--- src/rtl/adc_host_pkg.sv ---
`timescale 1ns/1ps
package adc_host_pkg;

  localparam int FRAME_BITS = 16;
  localparam int CHAN_W     = 3;
  localparam int MAG_W      = 12;

  typedef enum logic [1:0] {
    ST_IDLE,
    ST_SETUP,
    ST_LOW,
    ST_HIGH
  } frame_state_e;

  typedef struct packed {
    logic [CHAN_W-1:0] chan;
    logic              sign;
    logic [MAG_W-1:0]  mag;
  } adc_word_t;

  // Round a nanosecond minimum up to whole system-clock cycles.
  function automatic int ns_to_cycles(input int ns, input int period_ps);
    return (ns * 1000 + period_ps - 1) / period_ps;
  endfunction

  function automatic int max_of(input int a, input int b);
    return (a > b) ? a : b;
  endfunction

endpackage

--- src/rtl/adc_interval_timer.sv ---
`timescale 1ns/1ps
module adc_interval_timer #(
  parameter int W       = 4,
  parameter int RST_VAL = 0
) (
  input  logic         clk,
  input  logic         rst,
  input  logic         load_i,
  input  logic [W-1:0] load_val_i,
  output logic [W-1:0] count_o,
  output logic         expired_o
);

  logic [W-1:0] count_q;

  always_ff @(posedge clk) begin
    if (rst) begin
      count_q <= W'(RST_VAL);
    end else if (load_i) begin
      count_q <= load_val_i;
    end else if (count_q != '0) begin
      count_q <= count_q - W'(1);
    end
  end

  assign count_o   = count_q;
  assign expired_o = (count_q == '0);


  tick_down_chk: assert property (@(posedge clk) disable iff (rst)
    !load_i |=> count_q <= $past(count_q));

endmodule

--- src/rtl/adc_word_shifter.sv ---
`timescale 1ns/1ps
module adc_word_shifter
  import adc_host_pkg::*;
#(
  parameter int BITS = FRAME_BITS
) (
  input  logic            clk,
  input  logic            rst,
  input  logic            load_i,
  input  logic [BITS-1:0] word_i,
  input  logic            advance_i,
  input  logic            capture_i,
  input  logic            miso_i,
  input  logic            commit_i,
  output logic            mosi_o,
  output adc_word_t       result_o
);

  logic [BITS-1:0] tx_q;
  logic [BITS-1:0] rx_q;
  logic            mosi_q;
  adc_word_t       result_q;

  // Outgoing side: the first bit goes to the pin at launch, the rest follow.
  always_ff @(posedge clk) begin
    if (rst) begin
      tx_q   <= '0;
      mosi_q <= 1'b0;
    end else if (load_i) begin
      mosi_q <= word_i[BITS-1];
      tx_q   <= {word_i[BITS-2:0], 1'b0};
    end else if (advance_i) begin
      mosi_q <= tx_q[BITS-1];
      tx_q   <= {tx_q[BITS-2:0], 1'b0};
    end
  end

  // Incoming side: the first sample ends up as the word's top bit.
  always_ff @(posedge clk) begin
    if (rst) begin
      rx_q <= '0;
    end else if (capture_i) begin
      rx_q <= {rx_q[BITS-2:0], miso_i};
    end
  end

  always_ff @(posedge clk) begin
    if (rst) begin
      result_q <= '0;
    end else if (commit_i) begin
      result_q <= rx_q;
    end
  end

  assign mosi_o   = mosi_q;
  assign result_o = result_q;


  cap_commit_excl_chk: assert property (@(posedge clk) disable iff (rst)
    !(capture_i && commit_i));


  load_adv_excl_chk: assert property (@(posedge clk) disable iff (rst)
    !(load_i && advance_i));

endmodule

--- src/rtl/adc_frame_host.sv ---
`timescale 1ns/1ps
module adc_frame_host
  import adc_host_pkg::*;
#(
  parameter int SYS_CLK_PS   = 10000,
  parameter int SCLK_DIV     = 8,
  parameter int QUIET_NS     = 60,
  parameter int CS_HIGH_NS   = 15,
  parameter int SETUP_BIP_NS = 20,
  parameter int SETUP_UNI_NS = 35
) (
  input  logic                  clk,
  input  logic                  rst,
  input  logic                  start_i,
  input  logic                  unipolar_i,
  input  logic [FRAME_BITS-1:0] ctrl_word_i,
  output logic                  busy_o,
  output logic                  done_o,
  output logic [CHAN_W-1:0]     chan_o,
  output logic                  sign_o,
  output logic [MAG_W-1:0]      mag_o,
  output logic                  adc_cs_n_o,
  output logic                  adc_sclk_o,
  output logic                  adc_mosi_o,
  input  logic                  adc_miso_i
);

  // Timing counts derived from the nanosecond minima.
  localparam int DIV_CYC  = max_of(4, SCLK_DIV);
  localparam int LO_CYC   = DIV_CYC / 2;
  localparam int HI_CYC   = DIV_CYC - LO_CYC;
  localparam int SB_CYC   = max_of(2, ns_to_cycles(SETUP_BIP_NS, SYS_CLK_PS));
  localparam int SU_CYC   = max_of(SB_CYC, ns_to_cycles(SETUP_UNI_NS, SYS_CLK_PS));
  localparam int GAP_CYC  = max_of(1, max_of(ns_to_cycles(QUIET_NS, SYS_CLK_PS),
                                             ns_to_cycles(CS_HIGH_NS, SYS_CLK_PS)));
  localparam int MAX_CYC  = max_of(max_of(GAP_CYC, SU_CYC), DIV_CYC);
  localparam int CW       = $clog2(MAX_CYC + 1);
  localparam int BCW      = $clog2(FRAME_BITS + 1);

  localparam logic [CW-1:0] LO_M1  = CW'(LO_CYC - 1);
  localparam logic [CW-1:0] HI_M1  = CW'(HI_CYC - 1);
  localparam logic [CW-1:0] SB_M1  = CW'(SB_CYC - 1);
  localparam logic [CW-1:0] SU_M1  = CW'(SU_CYC - 1);
  localparam logic [CW-1:0] GAP_M1 = CW'(GAP_CYC - 1);

  frame_state_e   state_q;
  logic [BCW-1:0] bit_q;
  logic           cs_n_q;
  logic           sclk_q;
  logic           done_q;
  logic           pend_q;

  logic           launch;
  logic           last_bit;
  logic           ph_load;
  logic [CW-1:0]  ph_val;
  logic [CW-1:0]  ph_cnt;
  logic           ph_exp;
  logic           gap_load;
  logic [CW-1:0]  gap_cnt;
  logic           gap_exp;
  logic           capture;
  logic           advance;
  logic           commit;
  logic           mosi;
  adc_word_t      result;

  // Phase timer: setup interval, then alternating low and high phases.
  adc_interval_timer #(.W(CW), .RST_VAL(0)) i_phase_timer (
    .clk        (clk),
    .rst        (rst),
    .load_i     (ph_load),
    .load_val_i (ph_val),
    .count_o    (ph_cnt),
    .expired_o  (ph_exp)
  );

  // Gap timer: one count covers both the quiet time and the CS high width.
  adc_interval_timer #(.W(CW), .RST_VAL(GAP_CYC)) i_gap_timer (
    .clk        (clk),
    .rst        (rst),
    .load_i     (gap_load),
    .load_val_i (GAP_M1),
    .count_o    (gap_cnt),
    .expired_o  (gap_exp)
  );

  adc_word_shifter #(.BITS(FRAME_BITS)) i_shifter (
    .clk       (clk),
    .rst       (rst),
    .load_i    (launch),
    .word_i    (ctrl_word_i),
    .advance_i (advance),
    .capture_i (capture),
    .miso_i    (adc_miso_i),
    .commit_i  (commit),
    .mosi_o    (mosi),
    .result_o  (result)
  );

  assign launch   = (state_q == ST_IDLE) && (start_i || pend_q) && gap_exp;
  assign last_bit = (bit_q == BCW'(FRAME_BITS));

  always_comb begin
    ph_load  = 1'b0;
    ph_val   = '0;
    gap_load = 1'b0;
    capture  = 1'b0;
    advance  = 1'b0;
    commit   = 1'b0;
    unique case (state_q)
      ST_IDLE: begin
        if (launch) begin
          ph_load = 1'b1;
          ph_val  = unipolar_i ? SU_M1 : SB_M1;
        end
      end
      ST_SETUP, ST_HIGH: begin
        // Sample one system cycle ahead of the coming falling edge.
        capture = (ph_cnt == CW'(1));
        if (ph_exp) begin
          ph_load = 1'b1;
          ph_val  = LO_M1;
        end
      end
      ST_LOW: begin
        if (ph_exp) begin
          if (last_bit) begin
            gap_load = 1'b1;
            commit   = 1'b1;
          end else begin
            ph_load = 1'b1;
            ph_val  = HI_M1;
            advance = 1'b1;
          end
        end
      end
      default: ;
    endcase
  end

  always_ff @(posedge clk) begin
    if (rst) begin
      state_q <= ST_IDLE;
      bit_q   <= '0;
      cs_n_q  <= 1'b1;
      sclk_q  <= 1'b1;
      done_q  <= 1'b0;
      pend_q  <= 1'b0;
    end else begin
      done_q <= 1'b0;
      if (launch) begin
        pend_q <= 1'b0;
      end else if (start_i) begin
        pend_q <= 1'b1;
      end
      unique case (state_q)
        ST_IDLE: begin
          if (launch) begin
            cs_n_q  <= 1'b0;
            bit_q   <= '0;
            state_q <= ST_SETUP;
          end
        end
        ST_SETUP, ST_HIGH: begin
          if (ph_exp) begin
            sclk_q  <= 1'b0;
            bit_q   <= bit_q + BCW'(1);
            state_q <= ST_LOW;
          end
        end
        ST_LOW: begin
          if (ph_exp) begin
            sclk_q <= 1'b1;
            if (last_bit) begin
              cs_n_q  <= 1'b1;
              done_q  <= 1'b1;
              state_q <= ST_IDLE;
            end else begin
              state_q <= ST_HIGH;
            end
          end
        end
        default: state_q <= ST_IDLE;
      endcase
    end
  end

  assign busy_o     = (state_q != ST_IDLE) || pend_q;
  assign done_o     = done_q;
  assign chan_o     = result.chan;
  assign sign_o     = result.sign;
  assign mag_o      = result.mag;
  assign adc_cs_n_o = cs_n_q;
  assign adc_sclk_o = sclk_q;
  assign adc_mosi_o = mosi;

  // Checker state observed at the pins.
  logic [CW:0]    hi_run_q;
  logic [BCW-1:0] fall_cnt_q;
  logic           sclk_d_q;

  always_ff @(posedge clk) begin
    if (rst) begin
      hi_run_q   <= '0;
      fall_cnt_q <= '0;
      sclk_d_q   <= 1'b1;
    end else begin
      sclk_d_q <= adc_sclk_o;
      if (!adc_cs_n_o) begin
        hi_run_q <= '0;
      end else if (hi_run_q != '1) begin
        hi_run_q <= hi_run_q + (CW+1)'(1);
      end
      if (adc_cs_n_o) begin
        fall_cnt_q <= '0;
      end else if (sclk_d_q && !adc_sclk_o) begin
        fall_cnt_q <= fall_cnt_q + BCW'(1);
      end
    end
  end


  sclk_idle_chk: assert property (@(posedge clk) disable iff (rst)
    adc_cs_n_o |-> adc_sclk_o);


  frame_falls_chk: assert property (@(posedge clk) disable iff (rst)
    $rose(adc_cs_n_o) |-> fall_cnt_q == BCW'(FRAME_BITS));


  mosi_hold_chk: assert property (@(posedge clk) disable iff (rst)
    $fell(adc_sclk_o) |-> $stable(adc_mosi_o));


  done_single_chk: assert property (@(posedge clk) disable iff (rst)
    done_o |=> !done_o);


  done_with_cs_chk: assert property (@(posedge clk) disable iff (rst)
    done_o |-> $rose(adc_cs_n_o));


  gap_width_chk: assert property (@(posedge clk) disable iff (rst)
    $fell(adc_cs_n_o) |-> hi_run_q >= (CW+1)'(GAP_CYC));


  gap_launch_chk: assert property (@(posedge clk) disable iff (rst)
    $fell(adc_cs_n_o) |-> $past(gap_cnt) == '0);

endmodule

--- config.mk ---
export PLATFORM = sky130hd
export DESIGN_NAME = adc_frame_host
export DESIGN_NICKNAME = d
export VERILOG_FILES = /design/src/rtl/adc_host_pkg.sv /design/src/rtl/adc_interval_timer.sv /design/src/rtl/adc_word_shifter.sv /design/src/rtl/adc_frame_host.sv
export SDC_FILE = /design/constraint.sdc
export NUM_CORES = 1
export LEC_CHECK = 0
export BUFFER_PORTS_ARGS = -buffer_cell sky130_fd_sc_hd__clkbuf_2
export CAP_MARGIN = 20
export CORE_UTILIZATION = 55
export CTS_BUF_LIST = sky130_fd_sc_hd__clkbuf_2 sky130_fd_sc_hd__clkbuf_4 sky130_fd_sc_hd__clkbuf_8
export CTS_CLUSTER_SIZE = 28
export DETAILED_ROUTE_END_ITERATION = 16
export PLACE_DENSITY_LB_ADDON = 0.05
export SETUP_SLACK_MARGIN = 0.3
export SLEW_MARGIN = 20
export SYNTH_ARGS = -nofsm -noshare
export SYNTH_HDL_FRONTEND = slang
export SYNTH_SLANG_ARGS = --single-unit
--- constraint.sdc ---
create_clock -name clk -period 2.6 [get_ports clk]
set_clock_uncertainty 0.1 [all_clocks]
set_input_delay 0.52 -clock clk [delete_from_list [all_inputs] [get_ports clk]]
set_output_delay 0.52 -clock clk [all_outputs]
set_load 0.02 [all_outputs]
==> results.md, run 1 <==
- Outcome: finished clean
- Yosys reg bits: 67
- Routability congestion estimate: roughly 0.75
- Cells after Synth: approximately 300
- Hold-fix buffers, CTS: 0
- First DRT Iteration DRCs: 101
- Register area share after synthesis: 0.5042
- First-pass GRT wire length: about 9000 um
- Effective utilization at floorplan: 0.5906
- Commonest non-fill, non-tap cell in the layout: dfxtp_1
- Post-layout minimum cycle time: a little under 2 ns
- CTS tree: built
- Busiest grt layer: met2
- Yosys cell types: 37
- Die H: slightly above 70 um
- Die area: 0.005119 mm2
- Hold depth: 3
- Sum of negative setup slack: 0 ns
- Commonest cells after routing, fill and taps aside: 67 x dfxtp_1, 58 x nand2_1, 41 x clkbuf_2
- Via density: approximately 5.4
- Internal reg-to-reg setup slack: between 0.6 and 0.7 ns
- Worst-skew pair later-pin latency: roughly 0.33 ns
- Worst Tran Pin Value: ~0.61 ns
- Via count: ~2.1k
- Area delta synth->final: 17.07%
- Layout cells sized above 1: 0.2187
- Final antenna-violating net count: 0
- DPL Wire Length: approximately 3400 um
- CTS Sinks: 67
- Final cell count without fillers: around 400
- Rows: 24
- Post-CTS setup buffer count: 0
- DR pass1 iterations: 4
- Grt met2 use: 0.3608
- Slew margin rel.: 0.5905
- Hold Crit Start: ctrl_word_i[0]
- Leakage power: between 0.001 and 0.0015 uW
- Worst Hold Class: in -> reg
- Avg Synthesized Cell Area: about 9.0 um2
- Final Setup Violations: 0
- Ys flop type: dfxtp_1
- R2R Path Start: i_phase_timer.count_o[1]
- Async SR Flop Fraction: 0
- Pwr Total: ~2500 uW
- Worst-path maximum fanout: 15
- CTS buffer count: 9
- Placed instance count: about 380
- Pin count of the biggest net entering global routing: 28
- Max-slew violations: 0
- Cell taking the most area after synthesis: dfxtp_1
- GRT Residual Overflow: 0
- EDFF count, synth: 0
- Final #Nets: ~370
- Wirelength, routed: between 5000 and 6000 um
- Kind of critical path: reg -> reg
- FMAX: 506.7 MHz
- Warnings from Yosys: 0
- Reg2Reg Depth: 6
- # DRC: 0
- IO Pins: 42
- Required time of the critical path: roughly 2.8 ns
- M3 GR Usage: 0.06892
- WHS Endpoint: i_shifter.tx_q[1]
- Met1 Track Usage GR: 0.2870
- Period utilization: 0.7590
- Final hold viol count: 0
- CP arrival: about 2.1 ns
- Antenna cells: 0
- CORE AREA: between 0.004 and 0.005 mm2
- Initial antenna violation count: 0
- Port bufs: slightly above 40
- Root Driver: clkbuf_8
- CTS clk-pin slew, worst paths: 0.08 ns
- Synthesized cell area: around 0.0027 mm2
- Syn_nets: 324
- Synth top area share: 0.5042
- Peak supply drop: ~0.48 mV
- Max H-tree Level: 3
- Number of global-route vias before repair: between 2k and 2.5k
- CP Capture Type: register
- RSZ-0062 raised after global routing: false
- Max_cap viols: 0
- Per-cell routed wire length: roughly 13 um
- CP Launch Type: register
- Die X-Extent: slightly above 70 um
- Cell Pwr Density: about 800 mW/mm2
- CTS Buffer Depth: 2
- Top area cells in the synthesized netlist: dfxtp_1 50%, nand2_1 8.2%, a21oi_1 7.1%, a22o_1 5.3%, a211oi_1 3.7%
- Total GRT Usage: 0.2291
- R2R Path End: i_shifter.mosi_o
[synthesized netlist by cell type (all sizes together), types with 2 or more instances]
library cell / instances
a21o: 2
and4bb: 2
and3: 3
a31oi: 3
inv: 8
a311oi: 3
nor2: 22
clkbuf: 10
nor2b: 2
nand3: 7
a22o: 16
dfxtp: 67
a21oi: 38
buf: 7
xnor2: 3
nand2: 58
or3: 5
ha: 6
a211oi: 14
o21ai: 6
nor3b: 2
nor3: 4
[kinds of logic (layout without fill, tap and decap cells)]
kind of cell | Yosys count | in the layout | share of synthesized area
and+or+nand+nor | 110 | 110 | 0.1962
DFF | 67 | 67 | 0.5042
muxes | 2 | 2 | 0.007996
AOI/OAI and AO/OA | 84 | 84 | 0.2098
buffers and inverters | 25 | 71 | 0.04374
xor gates and xnor gates | 3 | 3 | 0.009880
adders and majority gates | 6 | 6 | 0.02822
[state kept, by name (all words and copies together), names as in the netlist]
signal	count
i_shifter.tx_q	15
state_q	2
i_shifter.result_o	16
i_shifter.mosi_o	1
bit_q	5
i_shifter.rx_q	16
adc_cs_n_o	1
done_o	1
adc_sclk_o	1
pend_q	1
i_phase_timer.count_o	4
i_gap_timer.count_o	4
[worst max path at each step]
stage / from / to / slack, ns
2_1_floorplan: i_phase_timer.count_o[0] / i_shifter.tx_q[11] / 0.82
3_3_place_gp: i_phase_timer.count_o[0] / i_shifter.mosi_o / 0.51
3_5_place_dp: i_phase_timer.count_o[0] / i_shifter.mosi_o / 0.49
4_1_cts: i_phase_timer.count_o[1] / i_shifter.mosi_o / 0.49
5_1_grt: i_phase_timer.count_o[0] / bit_q[3] / 0.42
6_report: i_phase_timer.count_o[1] / i_shifter.mosi_o / 0.63
[layer usage]
layer	routed length, um	vias up
met5	0	-
met4	57	0
met3	206	8
met2	2307	42
met1	2645	967
li1	-	1120
[power by group]
| part | internal (uW) | total (uW) | switching [uW] | leakage, uW |
|---|---|---|---|---|
| Combinational | 175 | 384 | 209 | 0.000564 |
| Clock | 548 | 964 | 416 | 0.000114 |
| Sequential | 1090 | 1150 | 64.4 | 0.000542 |
| Total | 1810 | 2500 | 689 | 0.00122 |
[per-stage QoR]
step | setup slack (ns) | hold WS, ns | cell area, um2 | util
6_report | 0.6265 | 0.3048 | 3114 | 0.6914
5_1_grt | 0.4215 | 0.3095 | 3114 | 0.6914
4_1_cts | 0.4854 | 0.2938 | 3113 | 0.6911
3_5_place_dp | 0.4897 | 0.3354 | 2889 | 0.6414
3_3_place_gp | 0.5121 | 0.3306 | 2889 | 0.6414
2_1_floorplan | 0.8183 | 0.3360 | 2660 | -
[critical path: stages, from the launching register on]
cell and delay [ns]:
dfxtp_1 0.33, inv_1 0.08, ha_1 0.21, nor3b_4 0.37, and3_2 0.43, a21oi_1 0.12
a211oi_1 0.26
[timing repair]
item                                   CTS  global route
setup endpoints to repair                0             2
endpoints found under the hold margin    0             0
gates resized for setup                  0             1
[final cells by class]
type                            count  area [um2]
Clock buffer                        9       123.9
Clock inverter                      7       100.1
Fill cell                         388        1390
Inverter                            8       30.03
Multi-Input combinational cell    205        1204
Sequential cell                    67        1341
Tap cell                           52       65.06
Timing Repair Buffer               47       250.2
(Power assumes the default switching activity.)
==> run 2: changes to the inputs <==
- clock period: 2.6 -> 1.9 ns (I/O delays scaled with it)
==> run 2 against run 1 <==
Effect of this change: critical path depth rose by 1; sequential cell count did not move; wire length rose by 27%; via count rose by 13%; clock power rose by 37%; setup slack got worse by 0.48 ns; clock-buffer cell count rose by 1; maximum frequency rose by 13%; register-to-register slack got worse by 0.48 ns; highest routed layer unchanged.
==> results.md, run 2 (synthesis gave the netlist of run 1 again) <==
- DR pass1 iterations: 4
- Max_cap viols: 0
- Initial antenna violation count: 0
- RSZ-0062 raised after global routing: true
- Hold Crit Start: adc_miso_i
- First-pass GRT wire length: roughly 10000 um
- Worst Hold Class: in -> reg
- Port bufs: 41
- Wirelength, routed: roughly 6700 um
- Commonest cells after routing, fill and taps aside: 59 x dfxtp_1, 55 x nand2_1, 40 x clkbuf_2
- DPL Wire Length: ~3400 um
- Final worst slack: around 0.15 ns
- Cell Pwr Density: 1056 mW/mm2
- Critical path startpoint: i_phase_timer.count_o[1]
- Worst-skew pair later-pin latency: between 0.3 and 0.4 ns
- CP arrival: roughly 1.9 ns
- Worst-path maximum fanout: 7
- Max-slew violations: 0
- Max stage delay on crit path: 0.34 ns
- Multi-input logic area: 0.001403 mm2
- Required time of the critical path: approximately 2 ns
- IO Pins: between 40 and 50
- Pre-CTS setup slack: 0.06982 ns
- R2R Path End: i_shifter.tx_q[11]
- Via density: around 5.7
- R2R Path Start: i_phase_timer.count_o[1]
- Slowest stage cell, crit path: dfxtp_2
- CP Capture Type: register
- # DRC: 0
- Pin count of the biggest net entering global routing: 22
- Antenna cells: 0
- Max H-tree Level: 3
- Via count: 2,407
- CTS tree: built
- Root Driver: clkbuf_8
- Worst setup path endpoint: i_shifter.tx_q[11]
- Dpl cell area: slightly above 0.003 mm2
- Post-layout minimum cycle time: approximately 1.8 ns
- Final antenna-violating net count: 0
- WHS: about 0.17 ns
- Effective utilization at floorplan: 0.5906
- Die area: about 0.005 mm2
- Area delta synth->final: 38.81%
- First DRT Iteration DRCs: 180
- Internal reg-to-reg setup slack: about 0.15 ns
- Rows: 24
- Final #Nets: about 400
- Leakage power: roughly 0.0014 uW
- Filler Cell Count: about 250
- Per-cell routed wire length: ~16 um
- Slew margin rel.: 0.8066
- Period utilization: 0.9226
- CTS clk-pin slew, worst paths: around 0.07 ns
- Crit-path cells: inv_2, ha_4, nor3b_4, and3_4, clkbuf_16, nand2_2, a311oi_2
- Peak supply drop: between 0.8 and 0.9 mV
- Register area: 0.001356 mm2
- Die H: approximately 70 um
- Layout cells sized above 1: 0.3902
- Commonest non-fill, non-tap cell in the layout: dfxtp_1
- Total GRT Usage: 0.2459
- GRT Residual Overflow: 0
- Number of global-route vias before repair: 2,141
- Pwr Total: 3898 uW
- Sum of negative setup slack: 0 ns
- Kind of critical path: reg -> reg
- Non-Filler Cell Area, Final: ~0.0037 mm2
- CTS buffer count: 9
- Die X-Extent: between 70 and 80 um
- Outcome: finished clean
- FMAX: 570.4 MHz
- CORE AREA: about 0.0045 mm2
- CP Launch Type: register
- Final hold viol count: 0
- CTS Buffer Depth: 2
- Reg2Reg Depth: 7
- Worst Tran Pin Value: 0.2888 ns
- Final Setup Violations: 0
- CTS Sinks: 67
- Routability congestion estimate: 0.7740
run 2: cell types whose count changed in the layout (fill, tap and decap cells not counted), moves of 4 or more:
cell / previous run / this run
dfxtp_1: 67 / 59
inv_1: 8 / 4
a211oi_2: 1 / 8
a21oi_1: 38 / 32
buf_6: 0 / 5
buf_12: 0 / 5
a211oi_1: 13 / 6
dfxtp_2: 0 / 6
a21oi_2: 0 / 6
buf_4: 6 / 18
run 2: worst min path at each step:
stage | depth (start not counted) | endpoint
after floorplan | 2 | i_shifter.rx_q[15]
after global placement | 2 | adc_cs_n_o
after detailed placement | 2 | adc_cs_n_o
after CTS | 3 | i_shifter.rx_q[0]
after global routing | 3 | i_shifter.rx_q[0]
final | 3 | i_shifter.rx_q[0]
run 2: per-layer routing:
layer,routed length (um),global-route usage,up-vias
li1,-,-,1180
met1,2856,0.3127,1124
met2,3235,0.4000,83
met5,0,0,-
met3,378,0.05345,20
met4,180,0.1176,0
run 2: through the flow:
stage / std cells / utilization
floorplan: 297 / -
global placement: 384 / 0.6714
detailed placement: 384 / 0.6714
CTS: 414 / 0.7678
global route: 421 / 0.8197
finish: 421 / 0.8197
run 2: worst max-delay path: cells and delay by family, from the launching register on:
kind                     cells  cell delay [ns]
AO/OA/AOI/OAI                1             0.22
buffers and inverters        2             0.24
adder cells (fa/ha/maj)      1             0.14
flip-flops                   1             0.34
AND/OR/NAND/NOR              3             0.63
run 2: area by class of cell:
type / instances / area share
sequential: 67 / 0.3673
clock inverter: 6 / 0.02406
inverter: 8 / 0.008811
timing repair buffer: 73 / 0.1650
clock buffer: 10 / 0.03728
tap: 52 / 0.01762
multi-input combinational: 205 / 0.3799
run 2: report_power, final:
group	internal [uW]	switching, uW	total (uW)
sequential	1500	98.6	1600
clock	774	550	1320
combinational	496	477	973
total	2770	1130	3900
run 2: repair_timing:
item | 4_1_cts | 5_1_grt
gates resized for setup | 21 | 33
hold buffers | 0 | 0
endpoints found under the setup margin | 42 | 51
setup buffers | 12 | 4
pin swaps | 10 | 18
gates cloned | 2 | 3
==> run 3: changes to the inputs <==
- CORE_UTILIZATION: 55 -> 52
- REMOVE_ABC_BUFFERS: unset -> 1
- clock period: 1.9 -> 1.45 ns (I/O delays scaled with it)
==> run 3 against run 2 <==
Effect of this change: the flow now stops in 5_1_grt; synthesized cell count unchanged; synthesized area unchanged.
==> results.md, run 3 <==
- Yosys reg bits: between 60 and 70
- Max H-tree Level: 3
- Outcome: stopped before the end
- IO Pins: 42
- Top post-synthesis cells by count: 67 x dfxtp_1, 58 x nand2_1, 38 x a21oi_1, 21 x nor2_1, 16 x a22o_1
- Most frequent cell after synthesis: dfxtp_1
- Root Driver: clkbuf_8
- Register area share after synthesis: 0.5042
- Avg Synthesized Cell Area: between 8 and 9 um2
- Ys flop type: dfxtp_1
- DPL Wire Length: 3820 um
- Rows: 25
- CTS Sinks: 67
- Exit stage: 5_1_grt
- Die H: about 74 um
- Synth top area share: 0.5042
- Async SR Flop Fraction: 0
- Effective utilization at floorplan: 0.5522
- Run Error: [ERROR DPL-0038] Utilization greater than 100%, impossible to legalize
- Synthesized cell area: roughly 0.0027 mm2
- GRT worst endpoint: i_shifter.result_o[7]$_SDFFE_PP0P_/D
- CTS Buffer Depth: 2
- Worst endpoint type: register input
- Cell taking the most area after synthesis: dfxtp_1
- Routability congestion estimate: between 0.7 and 0.8
- Hold-fix buffers, CTS: 0
- Warnings from Yosys: 0
- Cells after Synth: between 200 and 300
- Port bufs: 41
- Top area cells in the synthesized netlist: dfxtp_1 50%, nand2_1 8.2%, a21oi_1 7.1%, a22o_1 5.3%, a211oi_1 3.7%
- Pin count of the biggest net entering global routing: 24
- Yosys cell types: 37
- EDFF count, synth: 0
- CTS buffer count: 9
- Die X-Extent: 73.52 um
[run 3: per-stage QoR]
step	setup slack [ns]	cell area, um2	setup TNS [ns]	hold WS [ns]	std cells
2_1_floorplan	-0.3971	2574	-15.40	0.2546	280
3_3_place_gp	-0.3132	3171	-10.30	0.3328	419
4_1_cts	-0.2884	4254	-10.02	0.07258	469
3_5_place_dp	-0.4130	3171	-14.55	0.3391	419
[run 3: repair_timing]
item | in CTS
gates cloned | 8
pin swaps | 30
gates resized for setup | 133
setup buffers | 26
setup endpoints to repair | 88
[run 3: cell families after synthesis]
logic type               count (synthesis)  share of synthesized area
flip-flops                              67                     0.5042
XOR/XNOR                                 3                   0.009880
multiplexers                             2                   0.007996
AND/OR/NAND/NOR                        110                     0.1962
buffers and inverters                   25                    0.04374
AO/OA/AOI/OAI                           84                     0.2098
adder cells (fa/ha/maj)                  6                    0.02822
==> run 4: changes to the inputs <==
- CORE_UTILIZATION: 52 -> 40
- CTS_BUF_LIST: sky130_fd_sc_hd__clkbuf_2 sky130_fd_sc_hd__clkbuf_4 sky130_fd_sc_hd__clkbuf_8 -> unset
- CTS_CLUSTER_SIZE: 28 -> unset
- PLACE_DENSITY_LB_ADDON: 0.05 -> 0.15
- SETUP_SLACK_MARGIN: 0.3 -> unset
- clock period: 1.45 -> 1.89 ns (I/O delays scaled with it)
==> run 4 against run 3 <==
Effect of this change: the flow now finishes without violations.
==> results.md, run 4 (synthesis gave the netlist of run 1 again) <==
- Rows: 29
- Total GRT Usage: 0.1622
- Wirelength, routed: between 5000 and 6000 um
- DPL Wire Length: roughly 3700 um
- Per-cell routed wire length: roughly 13 um
- Max H-tree Level: 3
- Antenna cells: 0
- Outcome: finished clean
- RSZ-0062 raised after global routing: false
- GRT Residual Overflow: 0
- Die H: about 84 um
- CTS Sinks: 67
- CTS clk-pin slew, worst paths: ~0.08 ns
- Worst Tran Pin Value: ~0.33 ns
- Worst Hold Class: in -> reg
- Worst-skew pair later-pin latency: around 0.34 ns
- CTS tree: built
- Die X-Extent: between 80 and 90 um
- FMAX: between 500 and 600 MHz
- Pwr Total: ~3400 uW
- CTS Buffer Depth: 2
- Final #Nets: ~380
- First DRT Iteration DRCs: about 100
- CP arrival: slightly below 2 ns
- First-pass GRT wire length: roughly 9000 um
- Cell Pwr Density: between 1000 and 1500 mW/mm2
- Area delta synth->final: 23.19%
- Peak supply drop: around 0.65 mV
- Via count: ~2.2k
- Kind of critical path: reg -> reg
- Commonest non-fill, non-tap cell in the layout: dfxtp_1
- Leakage power: approximately 0.0013 uW
- Hold-fix buffers, CTS: 0
- Initial antenna violation count: 0
- Routability congestion estimate: ~0.75
- Die area: about 0.007 mm2
- IO Pins: 42
- Commonest cells after routing, fill and taps aside: 67 x dfxtp_1, 58 x nand2_1, 41 x clkbuf_2
- Post-layout minimum cycle time: between 1.5 and 2 ns
- Max-slew violations: 0
- Filler Cell Count: approximately 640
- Effective utilization at floorplan: 0.4165
- Slew margin rel.: 0.7780
- DR pass1 iterations: 4
- Final hold viol count: 0
- CP Capture Type: register
- # DRC: 0
- Period utilization: 0.9404
- Root Driver: clkbuf_8
- Pin count of the biggest net entering global routing: 22
- CP Launch Type: register
- Sum of negative setup slack: 0 ns
- Max_cap viols: 0
- Final Setup Violations: 0
- Required time of the critical path: approximately 2 ns
- Via density: between 5 and 6
- Final antenna-violating net count: 0
- Port bufs: slightly above 40
- Number of global-route vias before repair: 1,946
- CORE AREA: 0.006386 mm2
- Layout cells sized above 1: 0.2571
- CTS buffer count: 9
- Worst-path maximum fanout: 8
-- run 4: worst paths after layout --
path | from | to | slack, ns | cells past startpoint
setup / recovery | i_gap_timer.count_o[1] | bit_q[4] | 0.11 | 6
hold / removal | adc_miso_i | i_shifter.rx_q[0] | 0.15 | 3
setup reg to reg | i_gap_timer.count_o[1] | bit_q[4] | 0.11 | 6
hold reg to reg | adc_cs_n_o | adc_cs_n_o | 0.35 | 2
-- run 4: worst max-delay path: stages, from the launching register on --
cell,delay [ns]
dfxtp_1,0.33
inv_1,0.07
ha_2,0.18
nor3b_4,0.33
a31oi_4,0.17
or3_1,0.38
a21oi_1,0.15
-- run 4: timing repair --
| item | CTS | global route |
|---|---|---|
| pin swaps | 0 | 2 |
| resized for setup | 2 | 7 |
| buffers inserted | 0 | 2 |
| cloned | 0 | 0 |
| hold endpoints to repair | 0 | 0 |
| setup endpoints to repair | 2 | 24 |
-- run 4: layer usage --
layer,vias to the layer above,global-route usage,wire (um)
met5,-,0,0
met3,4,0.06034,260
met1,980,0.2197,2716
met4,0,0.03698,37
li1,1141,-,-
met2,45,0.2466,2457
-- run 4: power breakdown --
part | internal, uW | switching, uW | total (uW)
clock | 615 | 578 | 1190
combinational | 321 | 324 | 645
sequential | 1500 | 80.2 | 1580
-- run 4: layout make-up --
cell class	count	area [um2]	area share
sequential	67	1341	0.4093
multi-input combinational	205	1235	0.3769
timing repair buffer	58	374.1	0.1142
clock buffer	9	123.9	0.03780
tap	77	96.34	0.02940
clock inverter	7	76.32	0.02329
inverter	8	30.03	0.009164
-- run 4: per-stage QoR --
stage	instance area, um2	instances	worst slack, ns	hold slack (ns)	utilization
after global placement	3025	413	0.07436	0.3311	0.4737
after CTS	3233	429	0.01016	0.1436	0.5063
final	3277	431	0.1126	0.1508	0.5131
after floorplan	2574	280	0.04288	0.3300	-
after global routing	3277	431	0.002248	0.1470	0.5131
after detailed placement	3025	413	-0.001050	0.3440	0.4737
